===== src/rtl/txmon_pkg.sv =====
package txmon_pkg;

    localparam int NCH    = 8;
    localparam int DW     = 32;
    localparam int AW     = 2;

    typedef enum logic [AW-1:0] {
        RA_STATUS = 2'd0,
        RA_ERROR  = 2'd1,
        RA_MASK   = 2'd2,
        RA_SPARE  = 2'd3
    } reg_addr_e;

    localparam int ST_EMPTY_LSB  = 24;
    localparam int ST_NOPEND_LSB = 16;
    localparam int ST_IDLE_LSB   = 0;

    localparam int ER_CRED_LSB  = 0;
    localparam int ER_ACT_LSB   = 9;
    localparam int ER_SHORT_BIT = 30;
    localparam int ER_ADDR_BIT  = 31;

    typedef struct packed {
        logic           addr_err;
        logic           short_xfer;
        logic [NCH-1:0] act_ovf;
        logic [NCH-1:0] cred_err;
    } err_evt_t;

    function automatic logic [DW-1:0] err_to_word(input err_evt_t e);
        logic [DW-1:0] w;
        w = '0;
        w[ER_CRED_LSB +: NCH] = e.cred_err;
        w[ER_ACT_LSB  +: NCH] = e.act_ovf;
        w[ER_SHORT_BIT]       = e.short_xfer;
        w[ER_ADDR_BIT]        = e.addr_err;
        return w;
    endfunction

    function automatic logic [DW-1:0] err_valid_bits();
        err_evt_t all;
        all = '1;
        return err_to_word(all);
    endfunction

    function automatic logic [DW-1:0] status_to_word(input logic [NCH-1:0] empty,
                                                     input logic [NCH-1:0] pend);
        logic [DW-1:0] w;
        w = '0;
        w[ST_EMPTY_LSB  +: NCH] = empty;
        w[ST_NOPEND_LSB +: NCH] = ~pend;
        w[ST_IDLE_LSB   +: NCH] = empty & ~pend;
        return w;
    endfunction

endpackage


===== src/rtl/txmon_credit.sv =====
module txmon_credit #(
    parameter int CRED_W = 8
) (
    input  logic              clk,
    input  logic              rst,
    input  logic              load,
    input  logic [CRED_W-1:0] load_val,
    input  logic              xfer,
    input  logic              full,
    output logic              mismatch
);
    logic [CRED_W-1:0] cnt_q;

    always_ff @(posedge clk) begin
        if (rst) begin
            cnt_q <= '0;
        end else if (load) begin
            cnt_q <= load_val;
        end else if (xfer && cnt_q != '0) begin
            cnt_q <= cnt_q - 1'b1;
        end
    end

    assign mismatch = full && (cnt_q != '0);
endmodule


===== src/rtl/txmon_errreg.sv =====
module txmon_errreg
    import txmon_pkg::*;
(
    input  logic          clk,
    input  logic          rst,
    input  logic [DW-1:0] set_word,
    input  logic [DW-1:0] clr_word,
    output logic [DW-1:0] err_q
);
    localparam logic [DW-1:0] VALID = err_valid_bits();

    always_ff @(posedge clk) begin
        if (rst) begin
            err_q <= '0;
        end else begin
            err_q <= ((err_q & ~clr_word) | set_word) & VALID;
        end
    end
endmodule


===== src/rtl/txmon_regif.sv =====
module txmon_regif
    import txmon_pkg::*;
(
    input  logic          clk,
    input  logic          rst,
    input  logic [AW-1:0] addr,
    input  logic          we,
    input  logic [DW-1:0] wdata,
    input  logic [DW-1:0] status_word,
    input  logic [DW-1:0] err_q,
    output logic [DW-1:0] rdata,
    output logic [DW-1:0] err_clr,
    output logic          irq
);
    localparam logic [DW-1:0] VALID = err_valid_bits();

    reg_addr_e     ra;
    logic [DW-1:0] mask_q;

    assign ra = reg_addr_e'(addr);

    always_ff @(posedge clk) begin
        if (rst) begin
            mask_q <= '0;
        end else if (we && ra == RA_MASK) begin
            mask_q <= wdata & VALID;
        end
    end

    assign err_clr = (we && ra == RA_ERROR) ? wdata : '0;
    assign irq     = |(err_q & mask_q);

    always_comb begin
        case (ra)
            RA_STATUS: rdata = status_word;
            RA_ERROR:  rdata = err_q;
            RA_MASK:   rdata = mask_q;
            default:   rdata = '0;
        endcase
    end
endmodule


===== src/rtl/txmon_top.sv =====
module txmon_top
    import txmon_pkg::*;
#(
    parameter int CRED_W = 8
) (
    input  logic                  clk,
    input  logic                  rst,
    input  logic [NCH-1:0]        buf_empty,
    input  logic [NCH-1:0]        req_pend,
    input  logic [NCH-1:0]        cred_load,
    input  logic [NCH*CRED_W-1:0] cred_val,
    input  logic [NCH-1:0]        xfer_done,
    input  logic [NCH-1:0]        fifo_full,
    input  logic [NCH-1:0]        act_cmd,
    input  logic [NCH-1:0]        trb_busy,
    input  logic                  addr_err_evt,
    input  logic                  short_xfer_evt,
    input  logic [AW-1:0]         reg_addr,
    input  logic                  reg_we,
    input  logic [DW-1:0]         reg_wdata,
    output logic [DW-1:0]         reg_rdata,
    output logic                  irq
);
    err_evt_t       evt;
    logic [NCH-1:0] cred_mis;
    logic [DW-1:0]  evt_word;
    logic [DW-1:0]  clr_word;
    logic [DW-1:0]  err_q;
    logic [DW-1:0]  status_word;

    for (genvar g = 0; g < NCH; g++) begin : g_ch
        txmon_credit #(.CRED_W(CRED_W)) credit_i (
            .clk      (clk),
            .rst      (rst),
            .load     (cred_load[g]),
            .load_val (cred_val[g*CRED_W +: CRED_W]),
            .xfer     (xfer_done[g]),
            .full     (fifo_full[g]),
            .mismatch (cred_mis[g])
        );
    end

    always_comb begin
        evt.cred_err   = cred_mis;
        evt.act_ovf    = act_cmd & trb_busy;
        evt.short_xfer = short_xfer_evt;
        evt.addr_err   = addr_err_evt;
    end

    assign evt_word    = err_to_word(evt);
    assign status_word = status_to_word(buf_empty, req_pend);

    txmon_errreg errreg_i (
        .clk      (clk),
        .rst      (rst),
        .set_word (evt_word),
        .clr_word (clr_word),
        .err_q    (err_q)
    );

    txmon_regif regif_i (
        .clk         (clk),
        .rst         (rst),
        .addr        (reg_addr),
        .we          (reg_we),
        .wdata       (reg_wdata),
        .status_word (status_word),
        .err_q       (err_q),
        .rdata       (reg_rdata),
        .err_clr     (clr_word),
        .irq         (irq)
    );
endmodule


===== config.mk =====
export PLATFORM = sky130hd
export DESIGN_NAME = txmon_top
export DESIGN_NICKNAME = d
export VERILOG_FILES = /design/src/rtl/txmon_pkg.sv /design/src/rtl/txmon_credit.sv /design/src/rtl/txmon_errreg.sv /design/src/rtl/txmon_regif.sv /design/src/rtl/txmon_top.sv
export SDC_FILE = /design/constraint.sdc
export NUM_CORES = 1
export LEC_CHECK = 0
export BUFFER_PORTS_ARGS = -buffer_cell sky130_fd_sc_hd__buf_2
export CAP_MARGIN = 0
export CORE_MARGIN = 4
export CORE_UTILIZATION = 36
export CTS_CLUSTER_SIZE = 24
export DETAILED_ROUTE_END_ITERATION = 16
export PLACE_DENSITY_LB_ADDON = 0.15
export SLEW_MARGIN = 10
export SYNTH_ARGS = -nofsm -noshare
export SYNTH_HDL_FRONTEND = slang
export SYNTH_SLANG_ARGS = --single-unit

===== constraint.sdc =====
create_clock -name clk -period 1.6 [get_ports clk]
set_input_delay 0.32 -clock clk [delete_from_list [all_inputs] [get_ports clk]]
set_output_delay 0.32 -clock clk [all_outputs]
set_load 0.02 [all_outputs]

# After elaboration in Yosys (flattened, before gate mapping)
# Index checks and enable logic that the tools add are counted.
# word_totals
reg_bits	114
latch_bits	0
ramBits	0
mem_bits_ro	0
in_bits	159
word_cells	82
memories	0
# op_classes
add_sub_neg	8
n_mul	0
div	0
order_cmp	0
n_eq_ne	2
n_shift	0
muxes	18
bitwise_logic	7
n_reduce_logical	36
# ops
operator	n
$mux W8	16
$pmux W32 S3	1
$and A32 B32 Y32	2
$reduce_bool A8 Y1	8
$sub A8 B1 Y8 const B	8
$mux W32	1
$not A32 Y32	1
$or A32 B32 Y32	1
$reduce_or A32 Y1	1
$logic_and A1 B1 Y1	18
$and A8 B8 Y8	2
$reduce_bool A2 Y1	8
$not A8 Y8	1
$eq A2 B1 Y1 const B	1
$eq A2 B2 Y1 const B	1
$logic_not A2 Y1	1

# Longest topological paths before layout
# Gate-level depths: netlist (run 1).
# depth
depth_word	6
depth_mapped	7

# Cells and area by module
# A second synthesis (run 1) with hierarchy kept.
# unflattened
hier_cells	864
hier_area_um2	6809.0
# by_module_without_submodules
mod	n_inst	cells_per_inst	area_per_inst_um2	seq_area_each_um2
txmon_credit (g_ch[0].credit_i ...)	7	67	543.0	160.2
txmon_regif	1	222	1544.0	360.3
txmon_errreg	1	89	808.3	360.3
txmon_credit (g_ch[2].credit_i)	1	59	521.8	160.2
txmon_top	1	25	133.9	0.0

# Worst setup path after synthesis (run 1)
# OpenSTA, ideal clock, no wires.
# synth_timing
path_kind	in2out
start	input port reg_addr[1]
end	output port reg_rdata[6]
t_arrival_ps	1492
required_ps	1280
setup_slack_ps	-212
cell_stages	4
n_path_buf	2
cell_sequence	clkbuf_1 > clkbuf_1 > a22oi_1 > o21ai_0
# synth_between
elab_chain_cells	2
# synth_lines
element	line_no	rtl
from (decl)	txmon_top.sv:18	input logic [AW-1:0] reg_addr,
$eq A2 B2 Y1 (tied with other cells)	txmon_regif.sv:34	case (ra)
$pmux W32 S3 (*)	txmon_regif.sv:34	
to (decl)	txmon_top.sv:21	output logic [DW-1:0] reg_rdata,
# Mark *: on every way between the ends. The rest lies on a longest branch, timed or not.

# Worst setup path in the final report (run 1)
# layout_timing
start	register regif_i.mask_q[14]
end	output port irq
# layout_between
elab_chain_cells	2
# layout_lines
element	line_no	rtl
from (decl)	txmon_regif.sv:18	logic [DW-1:0] mask_q;
from (signal assigned)	txmon_regif.sv:26	mask_q <= wdata & VALID;
$and A32 B32 Y32	txmon_regif.sv:31	assign irq = |(err_q & mask_q);
$reduce_or A32 Y1	txmon_regif.sv:31	
to (decl)	txmon_top.sv:22	output logic irq
# No other way between the ends.

==> run summary, run 1 <==
Yosys printed 0 warnings. For this run, the slowest stage of the critical path takes 0.32 ns. Of all flip-flops after synthesis, the portion carrying an async set or reset was 0%. The post-synthesis instance area is 0.005747 sq mm. By area, the combinational part of the netlist is dominated by simple AND/OR/NAND/NOR gates. The number of nets in the layout came out at 1189. The global-route wire length before repair came out at 28980 microns.

The area growth from synthesis to final layout came out at 51.38%. The depth of the worst register-to-register path came out at 7. In this run the count of I/O pins placed on the die edge is 192.

The startpoint identified for the worst register-to-register timing path is g_ch[1].credit_i.cnt_q[0]. The synthesized design contains 0 enable-type register cells. The die footprint is 0.01805 sq mm.

Clock latency on the worst-skew pair, taken at its later pin, is 0.35 ns. Including well taps, the total number of placed cells is 1202. The cell count of the worst hold path is 3. The worst-case clock skew is 0.004901 ns. The category of the worst setup path launch point is a flip-flop. After detailed routing, no signal wire sits above met4. The simple-gate portion of the synthesized area is 26.93%. Of all cell types, the one taking the most synthesized area is sky130_fd_sc_hd__dfxtp_1.

Summed over all layers, the routed wires come to 18380 microns. In the routed layout, each cell is associated on average with a via count of 5.144. Summing the areas of all compound-gate instances in the mapped netlist gives 22.90% of the synthesized area. The largest net degree at the start of global routing is 37. The height of the die is 134.3 microns.

The hold path endpoint is errreg_i.err_q[31]. The overall power after layout came out at 7.450 mW. The die is 134.3 microns wide. The placer congestion estimate is 0.8370. The data arrival time of the critical path came out at 1.57 ns. The type of destination of the critical path is a primary output. The most used flip-flop cell after synthesis is sky130_fd_sc_hd__dfxtp_1. The total DRC errors in the routed layout came out at 0.

By area the synthesized netlist is led by sky130_fd_sc_hd__dfxtp_1 35%, sky130_fd_sc_hd__nor2_1 5.9%, sky130_fd_sc_hd__a211oi_1 5.0%. The post-placement cell area came out at 0.007806 sq mm. The run finished, with violations left. The shortest period the worst path allows is 1.887 ns. Global routing finished with a remaining overflow of 0. The maximum net fanout on the critical path is 2. The adder and majority cell fraction of the synthesized area is 3.484%. The number of buffers on the longest clock path came out at 2.

TritonCTS built the clock tree. The post-place setup slack is -0.2616 ns. The final max-slew violation count came out at 0. The number of max-cap violations is 0. The global-route total usage across every layer is 19.33%. The period utilization came out at 117.9%. The fraction of layout instances using a drive strength above 1 came out at 44.79%. The floorplan row count came out at 45. The average size of a mapped cell came out at 7.872 sq um. The portion of synthesized cell area occupied by the leading cell type is 34.84%. Counting every net in the synthesized netlist gives 905. The number of sinks handled by clock tree synthesis is 100. Sequential cells were found to cover 34.84% of the synthesized design area. In this run the standard cell core region covers 0.01543 sq mm.

The signal on the critical path passes through a22o_1, a221oi_2, and3_1, nand4_1, buf_4. The via count came out at 6327. The detailed-routed wire length on met3 is 985 microns. The number of failing setup endpoints in the final timing report came out at 13.

The final sum of negative setup slack came out at -1.105 ns. The core utilization of the finished layout came out at 56.39%. The initial detailed-routing violation count came out at 292. The fmax is 530.0 MHz.

The initial antenna violation count came to 0. After detailed routing, the average wire length per cell comes to 14.94 microns. The static leakage came out at 3.756 nW. The worst-case hold slack came out at 0.1880 ns. The maximum ir drop on the vdd rail came out at 0.0004921 V.

The mux cell area share after synthesis came out at 2.787%. Once the floorplan was initialized, standard cells occupied 37.25% of the core. In this run the remaining antenna-violating nets after routing total 0. The checks that failed: negative setup slack. The summed area of non-filler cells in the final layout came out at 0.008700 sq mm. The met2 wire length came out at 8729 microns. The worst setup path is of the flip-flop to primary output kind.

The H-tree depth came out at 3. The flop-to-flop setup slack is -0.11 ns. For this run, the detailed router's first-pass iteration total came to 4.

The via count of the first global-routing pass is 6100. The number of unique standard cell types used by synthesis came out at 60. The data required time of the worst path came out at 1.28 ns. The count of buffers inserted at the top-level ports came out at 176. Setup repair after global routing could not meet its margin everywhere. The HPWL after detailed placement is 13660 microns. Among all stages on the critical path, the largest delay is contributed by sky130_fd_sc_hd__dfxtp_2. The endpoint identified for the worst register-to-register timing path is g_ch[1].credit_i.cnt_q[1]. The hold violation total from the final report came out at 0. The xor/xnor share of the synthesized area is 3.810%. The tightest min-delay check is of the input pin to flip-flop type.

The detailed-routing wirelength on met1 came out at 8435 microns. Across all setup checks in the final design, the least slack found is -0.2866 ns. The worst hold path begins at addr_err_evt. The number of synthesized register bits came out at 100. The power per unit of standard cell area is 856.4 mW/mm^2. The number of instances in the synthesized netlist came out at 730. The clock buffer count from CTS is 9. The root buffer cell chosen for the clock tree is sky130_fd_sc_hd__clkbuf_16. The clock transition at the register clock pins on the worst setup and hold paths after CTS is 0.07 ns. The filler-free cell count of the finished design is 1230.
-- placed cells by master, fill, tap and decap left out, types with 20 or more instances in the layout --
master,n
sky130_fd_sc_hd__buf_2,170
sky130_fd_sc_hd__buf_4,131
sky130_fd_sc_hd__nor2_1,89
sky130_fd_sc_hd__dfxtp_1,77
sky130_fd_sc_hd__nand2_1,74
sky130_fd_sc_hd__a21oi_1,52
sky130_fd_sc_hd__a211oi_1,33
sky130_fd_sc_hd__nand3_1,30
sky130_fd_sc_hd__dfxtp_2,23
sky130_fd_sc_hd__nor3_1,20
-- synth_stat cells, types with 2 or more instances --
library cell	instances
sky130_fd_sc_hd__buf_1	2
sky130_fd_sc_hd__a21oi_1	54
sky130_fd_sc_hd__nor3b_1	20
sky130_fd_sc_hd__or4_1	7
sky130_fd_sc_hd__a311oi_1	9
sky130_fd_sc_hd__and2_1	7
sky130_fd_sc_hd__o2111a_1	2
sky130_fd_sc_hd__o211ai_1	6
sky130_fd_sc_hd__nor3_1	22
sky130_fd_sc_hd__and4_1	2
sky130_fd_sc_hd__nand2_1	76
sky130_fd_sc_hd__xnor2_1	14
sky130_fd_sc_hd__nand4b_1	4
sky130_fd_sc_hd__inv_1	34
sky130_fd_sc_hd__nor2b_1	6
sky130_fd_sc_hd__o31ai_1	2
sky130_fd_sc_hd__dfxtp_1	100
sky130_fd_sc_hd__buf_6	2
sky130_fd_sc_hd__clkbuf_1	34
sky130_fd_sc_hd__xor2_1	11
sky130_fd_sc_hd__nor4_1	13
sky130_fd_sc_hd__nor2_1	91
sky130_fd_sc_hd__a221oi_1	6
sky130_fd_sc_hd__mux2i_1	16
sky130_fd_sc_hd__and3_1	3
sky130_fd_sc_hd__ha_1	16
sky130_fd_sc_hd__a22o_1	10
sky130_fd_sc_hd__o221ai_1	4
sky130_fd_sc_hd__nand4_1	2
sky130_fd_sc_hd__a211oi_1	38
sky130_fd_sc_hd__or4_4	2
sky130_fd_sc_hd__o31a_1	2
sky130_fd_sc_hd__a21o_1	2
sky130_fd_sc_hd__or3_1	7
sky130_fd_sc_hd__a21boi_0	6
sky130_fd_sc_hd__or3b_2	8
sky130_fd_sc_hd__o21ai_0	19
sky130_fd_sc_hd__a22oi_1	19
sky130_fd_sc_hd__nand3_1	31
-- how the worst max path moves through the flow --
stage / start / slack, ns / to
after floorplan: g_ch[1].credit_i.cnt_q[0] / -0.12 / g_ch[1].credit_i.cnt_q[0]
after global placement: g_ch[1].credit_i.cnt_q[1] / -0.26 / errreg_i.err_q[1]
after detailed placement: g_ch[1].credit_i.cnt_q[1] / -0.26 / errreg_i.err_q[1]
after CTS: regif_i.mask_q[14] / -0.32 / irq
after global routing: errreg_i.err_q[2] / -0.39 / irq
final: regif_i.mask_q[14] / -0.29 / irq
-- cell type report --
type | instances | area, sq um
fillers | 1480 | 6728
multi-input cells | 556 | 3981
flip-flops and latches | 100 | 2031
repair buffers | 313 | 1987
well taps | 211 | 264.0
clock buffers | 10 | 229.0
inverters | 34 | 127.6
clock inverters | 5 | 77.57
diodes | 1 | 2.502
-- routing by layer --
layer  vias to the layer above  GRT usage, %
met5                         -             0
met4                         0         4.242
met3                        19         4.389
met2                       167         32.32
met1                      2926         25.55
li1                       3215             -
-- worst max-delay path, delay by kind of cell, from the launching register on --
family                 cells  cell delay, ns
AO/OA/AOI/OAI              2            0.42
AND/OR/NAND/NOR            2            0.30
buffers and inverters      1            0.18
flip-flops                 1            0.32
-- flip-flops by register name, indices dropped and copies added (netlist names) --
| name | cells |
|---|---|
| errreg_i.err_q | 18 |
| g_ch.credit_i.cnt_q | 64 |
| regif_i.mask_q | 18 |
-- kinds of logic after synthesis --
| group | count (synthesis) |
|---|---|
| AOI/OAI and AO/OA | 189 |
| DFF | 100 |
| adders and majority gates | 16 |
| other | 1 |
| and+or+nand+nor | 309 |
| buffers and inverters | 74 |
| xor gates and xnor gates | 25 |
| muxes | 16 |
-- report_power, final --
part | internal [mW] | switching (mW) | total, mW | leakage, nW
Clock | 1.36 | 0.961 | 2.32 | 0.148
Combinational | 1.18 | 1.07 | 2.24 | 2.77
Sequential | 2.70 | 0.192 | 2.89 | 0.835
-- repair_timing --
action                     in CTS  in global routing
setup buffers                   6                  7
gates cloned                    0                  0
pin swaps                      32                 47
hold buffers                    0                  0
setup endpoints to repair      40                 67
gates resized for setup        52                 80
Power figures use the tool's default switching activity.
==> inputs of run 2 (changes only) <==
--- a/config.mk
+++ b/config.mk
@@ -9,9 +9,11 @@
 export CAP_MARGIN = 0
 export CORE_MARGIN = 4
 export CORE_UTILIZATION = 36
+export CTS_BUF_LIST = sky130_fd_sc_hd__clkbuf_8
 export CTS_CLUSTER_SIZE = 24
 export DETAILED_ROUTE_END_ITERATION = 16
 export PLACE_DENSITY_LB_ADDON = 0.15
+export SKIP_CTS_REPAIR_TIMING = 1
 export SLEW_MARGIN = 10
 export SYNTH_ARGS = -nofsm -noshare
 export SYNTH_HDL_FRONTEND = slang
==> run summary, run 2 (synthesis gave the netlist of run 1 again) <==
The H-tree depth came out at 3 (unchanged). The height of the die came to 134.3 microns (unchanged). The path category of the worst min-delay check was input pin to flip-flop (unchanged). The leftover overflow at the end of global routing is 0 (unchanged). The count of buffers inserted at the top-level ports is 176 (unchanged). The placer congestion estimate came out at 0.8370 (unchanged). The data arrival time of the critical path was 1.60 ns (was 1.57 ns). The average routed wire per standard cell came out at 14.93 microns (was 14.94 microns). The area inside the core boundary is 0.01543 sq mm (unchanged).

The via count came out at 6315 (was 6327). The maximum ir drop on the vdd rail came out at 0.0004402 V (was 0.0004921 V). The category of the worst setup path launch point was a flip-flop (unchanged). The worst setup path category is flip-flop to primary output (unchanged). The TritonCTS clock tree is done (unchanged).

The overall routed net length came out at 18330 microns (was 18380 microns). The shortest period the worst path allows came out at 1.921 ns (was 1.887 ns). Violated checks: negative setup slack (unchanged). The worst-case clock skew is 0.007262 ns (was 0.004901 ns). The number of failing setup endpoints in the final timing report is 10 (was 13). The number of iterations in the first detailed-routing pass was 4 (unchanged). The total DRC errors in the routed layout is 0 (unchanged). The power per unit of standard cell area came out at 800.4 mW/mm^2 (was 856.4 mW/mm^2). The launch instance of the worst min-delay path is addr_err_evt (unchanged).

The worst setup path startpoint is regif_i.mask_q[14] (unchanged). The global-route total usage across every layer is 18.90% (was 19.33%). The area growth from synthesis to final layout was 49.75% (was 51.38%).

The most common cell after layout, fill and taps aside is sky130_fd_sc_hd__buf_2 (unchanged). The number of max-cap violations is 0 (unchanged). The HPWL after detailed placement came out at 13660 microns (unchanged). The static leakage came out at 3.706 nW (was 3.756 nW). Setup repair after global routing missed its margin: true (unchanged). The die footprint is 0.01805 sq mm (unchanged).

The cell count of the worst hold path is 3 (unchanged). The root cell of the clock tree is sky130_fd_sc_hd__clkbuf_8 (was sky130_fd_sc_hd__clkbuf_16). The number of flip-flops in the largest register came out at 64 (unchanged).

The filler-free cell count of the finished design came to 1227 (was 1230). The maximum net fanout on the critical path is 2 (unchanged). The effective utilization at floorplan came out at 37.25% (unchanged).

The via density per instance is 5.147 (was 5.144). The horizontal die dimension came out at 134.3 microns (unchanged). The number of nets with antenna violations after routing came out at 0 (unchanged). The fill cell instance count of the final layout came to 1481 (was 1480). The total placed cells including tap cells was 1202 (unchanged). The type of destination of the critical path is a primary output (unchanged).

The clock transition at the register clock pins on the worst setup and hold paths after CTS was 0.10 ns (was 0.07 ns). The depth of the worst register-to-register path is 7 (unchanged). The fmax is 520.5 MHz (was 530.0 MHz).

The global-route wire length before repair came to 28190 microns (was 28980 microns). The boundary pin count is 192 (unchanged). The clock buffer count from CTS came out at 9 (unchanged). The source-to-sink clock delay at the later pin of the worst-skew pair was 0.38 ns (was 0.35 ns). The worst-case hold slack came out at 0.1507 ns (was 0.1880 ns).

The fraction of layout instances using a drive strength above 1 came to 44.93% (was 44.79%). Status: finished with violations (unchanged). The hold violation total from the final report is 0 (unchanged). The start of the worst register-to-register path is g_ch[1].credit_i.cnt_q[0] (unchanged).

The period utilization came out at 120.1% (was 117.9%). Registers with the highest flip-flop counts: g_ch.credit_i.cnt_q x64, errreg_i.err_q x18, regif_i.mask_q x18 (unchanged). The smallest setup slack after layout came out at -0.3211 ns (was -0.2866 ns). The number of buffers on the longest clock path is 2 (unchanged). The via count of the first global-routing pass came to 5930 (was 6100). The post-place setup slack came out at -0.2616 ns (unchanged). The initial antenna violation count is 0 (unchanged).

The number of sinks handled by clock tree synthesis is 100 (unchanged). The data required time of the worst path was 1.28 ns (about the same). The final max-slew violation count is 0 (unchanged).

The largest net degree at the start of global routing came out at 37 (unchanged). Highest-count cells in the layout ignoring fill and taps: 167 x sky130_fd_sc_hd__buf_2, 133 x sky130_fd_sc_hd__buf_4, 89 x sky130_fd_sc_hd__nor2_1, 74 x sky130_fd_sc_hd__nand2_1, 74 x sky130_fd_sc_hd__dfxtp_1 (was 170 x sky130_fd_sc_hd__buf_2, 131 x sky130_fd_sc_hd__buf_4, 89 x sky130_fd_sc_hd__nor2_1, 77 x sky130_fd_sc_hd__dfxtp_1, 74 x sky130_fd_sc_hd__nand2_1). The number of nets in the layout is 1186 (was 1189). The floorplan row count was 45 (unchanged). The final sum of negative setup slack came to -1.188 ns (was -1.105 ns). The largest register by flop count is g_ch.credit_i.cnt_q (unchanged). The initial detailed-routing violation count was 238 (was 292).
run 2: critical path: stages (launching register included):
cell	delay (ns)
sky130_fd_sc_hd__dfxtp_2	0.33
sky130_fd_sc_hd__a22o_1	0.23
sky130_fd_sc_hd__a221oi_2	0.20
sky130_fd_sc_hd__and3_1	0.20
sky130_fd_sc_hd__nand4_1	0.12
sky130_fd_sc_hd__buf_6	0.16
run 2: power breakdown:
group          leakage [nW]  total, mW  switching, mW  internal, mW
Clock                 0.106       1.77          0.903         0.863
Sequential            0.836       2.89          0.191          2.70
Combinational          2.76       2.24           1.06          1.18
Total                  3.71       6.89           2.15          4.73
run 2: stage by stage:
step	cell area, sq um	power, mW	util [%]
after floorplan	5873	3.964	-
after global placement	7806	4.833	50.60
after detailed placement	7806	4.839	50.60
after CTS	8011	6.628	51.93
after global routing	8603	7.302	55.77
final	8606	6.888	55.78
run 2: area by class of cell:
type	count	area, sq um	area share [%]
multi-input combinational	556	4011	46.61
sequential	100	2034	23.64
timing repair buffer	310	1961	22.78
tap	211	264.0	3.068
inverter	34	127.6	1.483
clock buffer	9	123.9	1.439
clock inverter	6	81.33	0.9450
antenna	1	2.502	0.02908
run 2: worst paths after layout:
| kind | slack, ns | end |
|---|---|---|
| max | -0.32 | irq |
| min reg2reg | 0.48 | regif_i.mask_q[30] |
| min | 0.15 | errreg_i.err_q[31] |
| max reg2reg | -0.21 | g_ch[1].credit_i.cnt_q[1] |
run 2: layer usage:
layer / GRT usage, % / vias up / wire (microns)
li1: - / 3215 / -
met1: 25.35 / 2926 / 8334
met2: 30.98 / 157 / 8805
met3: 4.239 / 17 / 960
met4: 4.581 / 0 / 225
met5: 0 / - / 0
==> inputs of run 3 (changes only) <==
--- a/config.mk
+++ b/config.mk
@@ -5,12 +5,14 @@
 export SDC_FILE = /design/constraint.sdc
 export NUM_CORES = 1
 export LEC_CHECK = 0
+export ABC_AREA = 1
+export ABC_CLOCK_PERIOD_IN_PS = 1600
 export BUFFER_PORTS_ARGS = -buffer_cell sky130_fd_sc_hd__buf_2
 export CAP_MARGIN = 0
 export CORE_MARGIN = 4
 export CORE_UTILIZATION = 36
 export CTS_BUF_LIST = sky130_fd_sc_hd__clkbuf_8
-export CTS_CLUSTER_SIZE = 24
+export CTS_CLUSTER_SIZE = 30
 export DETAILED_ROUTE_END_ITERATION = 16
 export PLACE_DENSITY_LB_ADDON = 0.15
 export SKIP_CTS_REPAIR_TIMING = 1
==> run summary, run 3 <==
The area of the multi-input gates is 0.003680 sq mm (was 0.004011 sq mm). The largest register by flop count is g_ch.credit_i.cnt_q (unchanged). Cell chain of the critical path: inv_2, o22ai_2, a21oi_2, nand3_1, nor2_2, nand2_2, buf_6 (was a22o_1, a221oi_2, and3_1, nand4_1, buf_6). The effective utilization at floorplan came out at 37.02% (was 37.25%). The most common cell after layout, fill and taps aside is sky130_fd_sc_hd__nand2_1 (was sky130_fd_sc_hd__buf_2).

The number of nets with antenna violations after routing came out at 0 (unchanged). The number of buffers on the longest clock path came out at 2 (unchanged). The number of unique standard cell types used by synthesis came out at 36 (was 60). The part of the Yosys area used for sequential elements was 32.26% (was 34.84%). The number of failing setup endpoints in the final timing report is 1 (was 10).

The smallest setup slack after layout came to -0.1202 ns (was -0.3211 ns). The number of nets in the layout was 1343 (was 1186). The core utilization of the finished layout is 46.31% (was 55.78%). The shortest period the worst path allows came to 1.720 ns (was 1.921 ns). The initial detailed-routing violation count came out at 297 (was 238).

The biggest area consumer among synthesized cells was sky130_fd_sc_hd__dfxtp_1 (unchanged). The number of inserted diodes is 0 (was 1). The area inside the core boundary was 0.01676 sq mm (was 0.01543 sq mm).

The number of sinks handled by clock tree synthesis is 100 (unchanged). The portion of synthesized cell area occupied by the leading cell type is 32.26% (was 34.84%). The via density per instance came out at 4.812 (was 5.147). The source-to-sink clock delay at the later pin of the worst-skew pair is 0.38 ns (about the same). The boundary pin count came to 192 (unchanged). Status: finished with violations (unchanged). The H-tree depth is 3 (unchanged). The fraction of layout instances using a drive strength above 1 was 25.15% (was 44.93%). The largest net degree at the start of global routing is 58 (was 37). The maximum net fanout on the critical path came out at 2 (unchanged).

The share of async-settable or async-resettable flops after synthesis is 0% (unchanged). The met3 capacity usage during global routing is 2.950% (was 4.239%). The average routed wire per standard cell is 13.20 microns (was 14.93 microns).

The final max-slew violation count was 0 (unchanged). The number of enable-type register cells in the synthesized netlist is 0 (unchanged). The placer congestion estimate came out at 0.8834 (was 0.8370). The worst setup path category is flip-flop to primary output (unchanged).

Violated checks: negative setup slack (unchanged). The flip-flop cell with the highest count after synthesis is sky130_fd_sc_hd__dfxtp_1 (unchanged). The overall routed net length is 18390 microns (was 18330 microns). The most common cell in the synthesized netlist is sky130_fd_sc_hd__nand2_1 (was sky130_fd_sc_hd__dfxtp_1). The global routing usage on met1 came out at 24.69% (was 25.35%).

The number of max-cap violations came out at 0 (unchanged). Synth top area cells: sky130_fd_sc_hd__dfxtp_1 32%, sky130_fd_sc_hd__nand2_1 14%, sky130_fd_sc_hd__nand3_1 9.0% (was sky130_fd_sc_hd__dfxtp_1 35%, sky130_fd_sc_hd__nor2_1 5.9%, sky130_fd_sc_hd__a211oi_1 5.0%). The height of the die is 139.3 microns (was 134.3 microns). The period utilization is 107.5% (was 120.1%). The final sum of negative setup slack is -0.1202 ns (was -1.188 ns). The data arrival time of the critical path came out at 1.40 ns (was 1.60 ns). The met2 layer usage reported by global route is 30.53% (was 30.98%).

Setup repair after global routing missed its margin: true (unchanged). The type of destination of the critical path is a primary output (unchanged). Highest-count cells in the layout ignoring fill and taps: 224 x sky130_fd_sc_hd__nand2_1, 168 x sky130_fd_sc_hd__buf_2, 121 x sky130_fd_sc_hd__nor2_1, 112 x sky130_fd_sc_hd__nand3_1, 102 x sky130_fd_sc_hd__inv_1 (was 167 x sky130_fd_sc_hd__buf_2, 133 x sky130_fd_sc_hd__buf_4, 89 x sky130_fd_sc_hd__nor2_1, 74 x sky130_fd_sc_hd__nand2_1, 74 x sky130_fd_sc_hd__dfxtp_1). The launch instance of the worst min-delay path was short_xfer_evt (was addr_err_evt).

The total DRC errors in the routed layout came to 0 (unchanged). The average size of a mapped cell was 6.318 sq um (was 7.872 sq um). The clock buffer count from CTS came out at 9 (unchanged). The summed area of non-filler cells in the final layout was 0.007761 sq mm (was 0.008606 sq mm). The hold violation total from the final report came out at 0 (unchanged).

The TritonCTS clock tree was done (unchanged). The via count of the first global-routing pass is 6311 (was 5930). The worst setup path startpoint is errreg_i.err_q[11] (was regif_i.mask_q[14]). The data required time of the worst path came out at 1.28 ns (about the same). The post-placement cell area is 0.007433 sq mm (was 0.007806 sq mm). The number of flip-flops in the largest register came out at 64 (unchanged). The leftover overflow at the end of global routing came out at 0 (unchanged). The number of warnings printed during yosys synthesis was 0 (unchanged). The category of the worst setup path launch point is a flip-flop (unchanged). The power per unit of standard cell area was 847.9 mW/mm^2 (was 800.4 mW/mm^2). The fmax is 581.3 MHz (was 520.5 MHz). The number of synthesized register bits is 100 (unchanged). The busiest layer in global routing is met2 (unchanged).

The fill cell instance count of the final layout is 1828 (was 1481). The horizontal die dimension is 139.3 microns (was 134.3 microns). The count of buffers inserted at the top-level ports came to 176 (unchanged). The net count after synthesis came out at 1157 (was 905). The static leakage is 3.759 nW (was 3.706 nW). The maximum ir drop on the vdd rail came out at 0.0003621 V (was 0.0004402 V).

The stage delay of the slowest cell on the critical path came out at 0.34 ns (was 0.33 ns). The global-route wire length before repair is 29890 microns (was 28190 microns). The die footprint was 0.01940 sq mm (was 0.01805 sq mm). The family with the most delay on the worst path is flip-flops (was compound AO/OA/AOI/OAI gates).

Ranking of synthesized cells by instance count: 227 x sky130_fd_sc_hd__nand2_1, 124 x sky130_fd_sc_hd__nor2_1, 114 x sky130_fd_sc_hd__inv_1 (was 100 x sky130_fd_sc_hd__dfxtp_1, 91 x sky130_fd_sc_hd__nor2_1, 76 x sky130_fd_sc_hd__nand2_1). The slowest cell on the critical path is sky130_fd_sc_hd__dfxtp_2 (unchanged). The buffering stage count on the worst path with inverters included is 2 (was 1). The post-synthesis instance area is 0.006205 sq mm (was 0.005747 sq mm). The path category of the worst min-delay check is input pin to flip-flop (unchanged).

The start of the worst register-to-register path was g_ch[5].credit_i.cnt_q[0] (was g_ch[1].credit_i.cnt_q[0]). The area growth from synthesis to final layout is 25.09% (was 49.75%). The floorplan row count is 47 (was 45). The register area is 0.002009 sq mm (was 0.002034 sq mm). The clock transition at the register clock pins on the worst setup and hold paths after CTS is 0.10 ns (about the same). The initial antenna violation count is 0 (unchanged). The HPWL after detailed placement is 13940 microns (was 13660 microns). The via count is 6703 (was 6315). The worst-case clock skew was 0.009613 ns (was 0.007262 ns). Registers with the highest flip-flop counts: g_ch.credit_i.cnt_q x64, errreg_i.err_q x18, regif_i.mask_q x18 (unchanged). The number of instances in the synthesized netlist is 982 (was 730). The root cell of the clock tree is sky130_fd_sc_hd__clkbuf_8 (unchanged). The number of iterations in the first detailed-routing pass came out at 5 (was 4). The global-route total usage across every layer came out at 18.37% (was 18.90%).
## run 3: cell count changes after synthesis, sizes merged, moves of 13 or more
cell    delta
nand2    +158
a211oi    -39
mux2i     -15
nor2      +41
nor3b     -20
nand3     +81
clkbuf    -18
a22oi     -19
inv       +80
a21oi     +29
nor4      -13
o21ai     +65
## run 3: final timing paths
check,to,slack (ns),depth (start not counted)
max reg2reg,g_ch[5].credit_i.cnt_q[5],0.16,7
min reg2reg,regif_i.mask_q[15],0.47,2
min,errreg_i.err_q[30],0.15,3
max,irq,-0.12,7
## run 3: cells by family (layout without fill, tap and decap cells)
family	after synthesis	in the layout	share of synthesized area (%)
AND/OR/NAND/NOR	507	507	34.75
AO/OA/AOI/OAI	189	189	17.38
buffers and inverters	150	341	9.619
flip-flops	100	100	32.26
XOR/XNOR	18	18	2.541
adder cells (fa/ha/maj)	16	16	3.226
other	1	1	0.06044
multiplexers	1	1	0.1613
## run 3: cell type report
class	instances	area share, %
Multi-Input combinational cell	732	47.41
Sequential cell	100	25.89
Timing Repair Buffer	206	14.93
Inverter	118	5.884
Tap cell	220	3.547
Clock buffer	9	1.596
Clock inverter	7	0.6448
Timing Repair inverter	1	0.09673
## run 3: routing by layer
metal	wire length, microns	vias to the layer above
met3	958	19
li1	-	3552
met4	272	0
met5	0	-
met1	8660	2976
met2	8493	156
## run 3: power breakdown
part / total (mW) / internal [mW] / switching (mW)
logic: 2.10 / 0.854 / 1.25
registers: 2.93 / 2.72 / 0.203
clock network: 1.55 / 0.579 / 0.975
total: 6.58 / 4.16 / 2.43
## run 3: tightest hold or removal path: cells and delay by family
kind                   cells  cell delay, ns
buffers and inverters      1            0.08
AND/OR/NAND/NOR            1            0.07
AO/OA/AOI/OAI              1            0.03
## run 3: through the flow
stage / hold slack (ns) / power (mW) / std cells / setup WS (ns)
after global placement: 0.4528 / 5.011 / 1372 / -0.1124
after CTS: 0.1245 / 6.624 / 1388 / -0.2120
after global routing: 0.1467 / 7.097 / 1393 / -0.2296
after floorplan: 0.4374 / 4.380 / 982 / -0.09033
final: 0.1478 / 6.581 / 1393 / -0.1202
after detailed placement: 0.4576 / 5.021 / 1372 / -0.1304
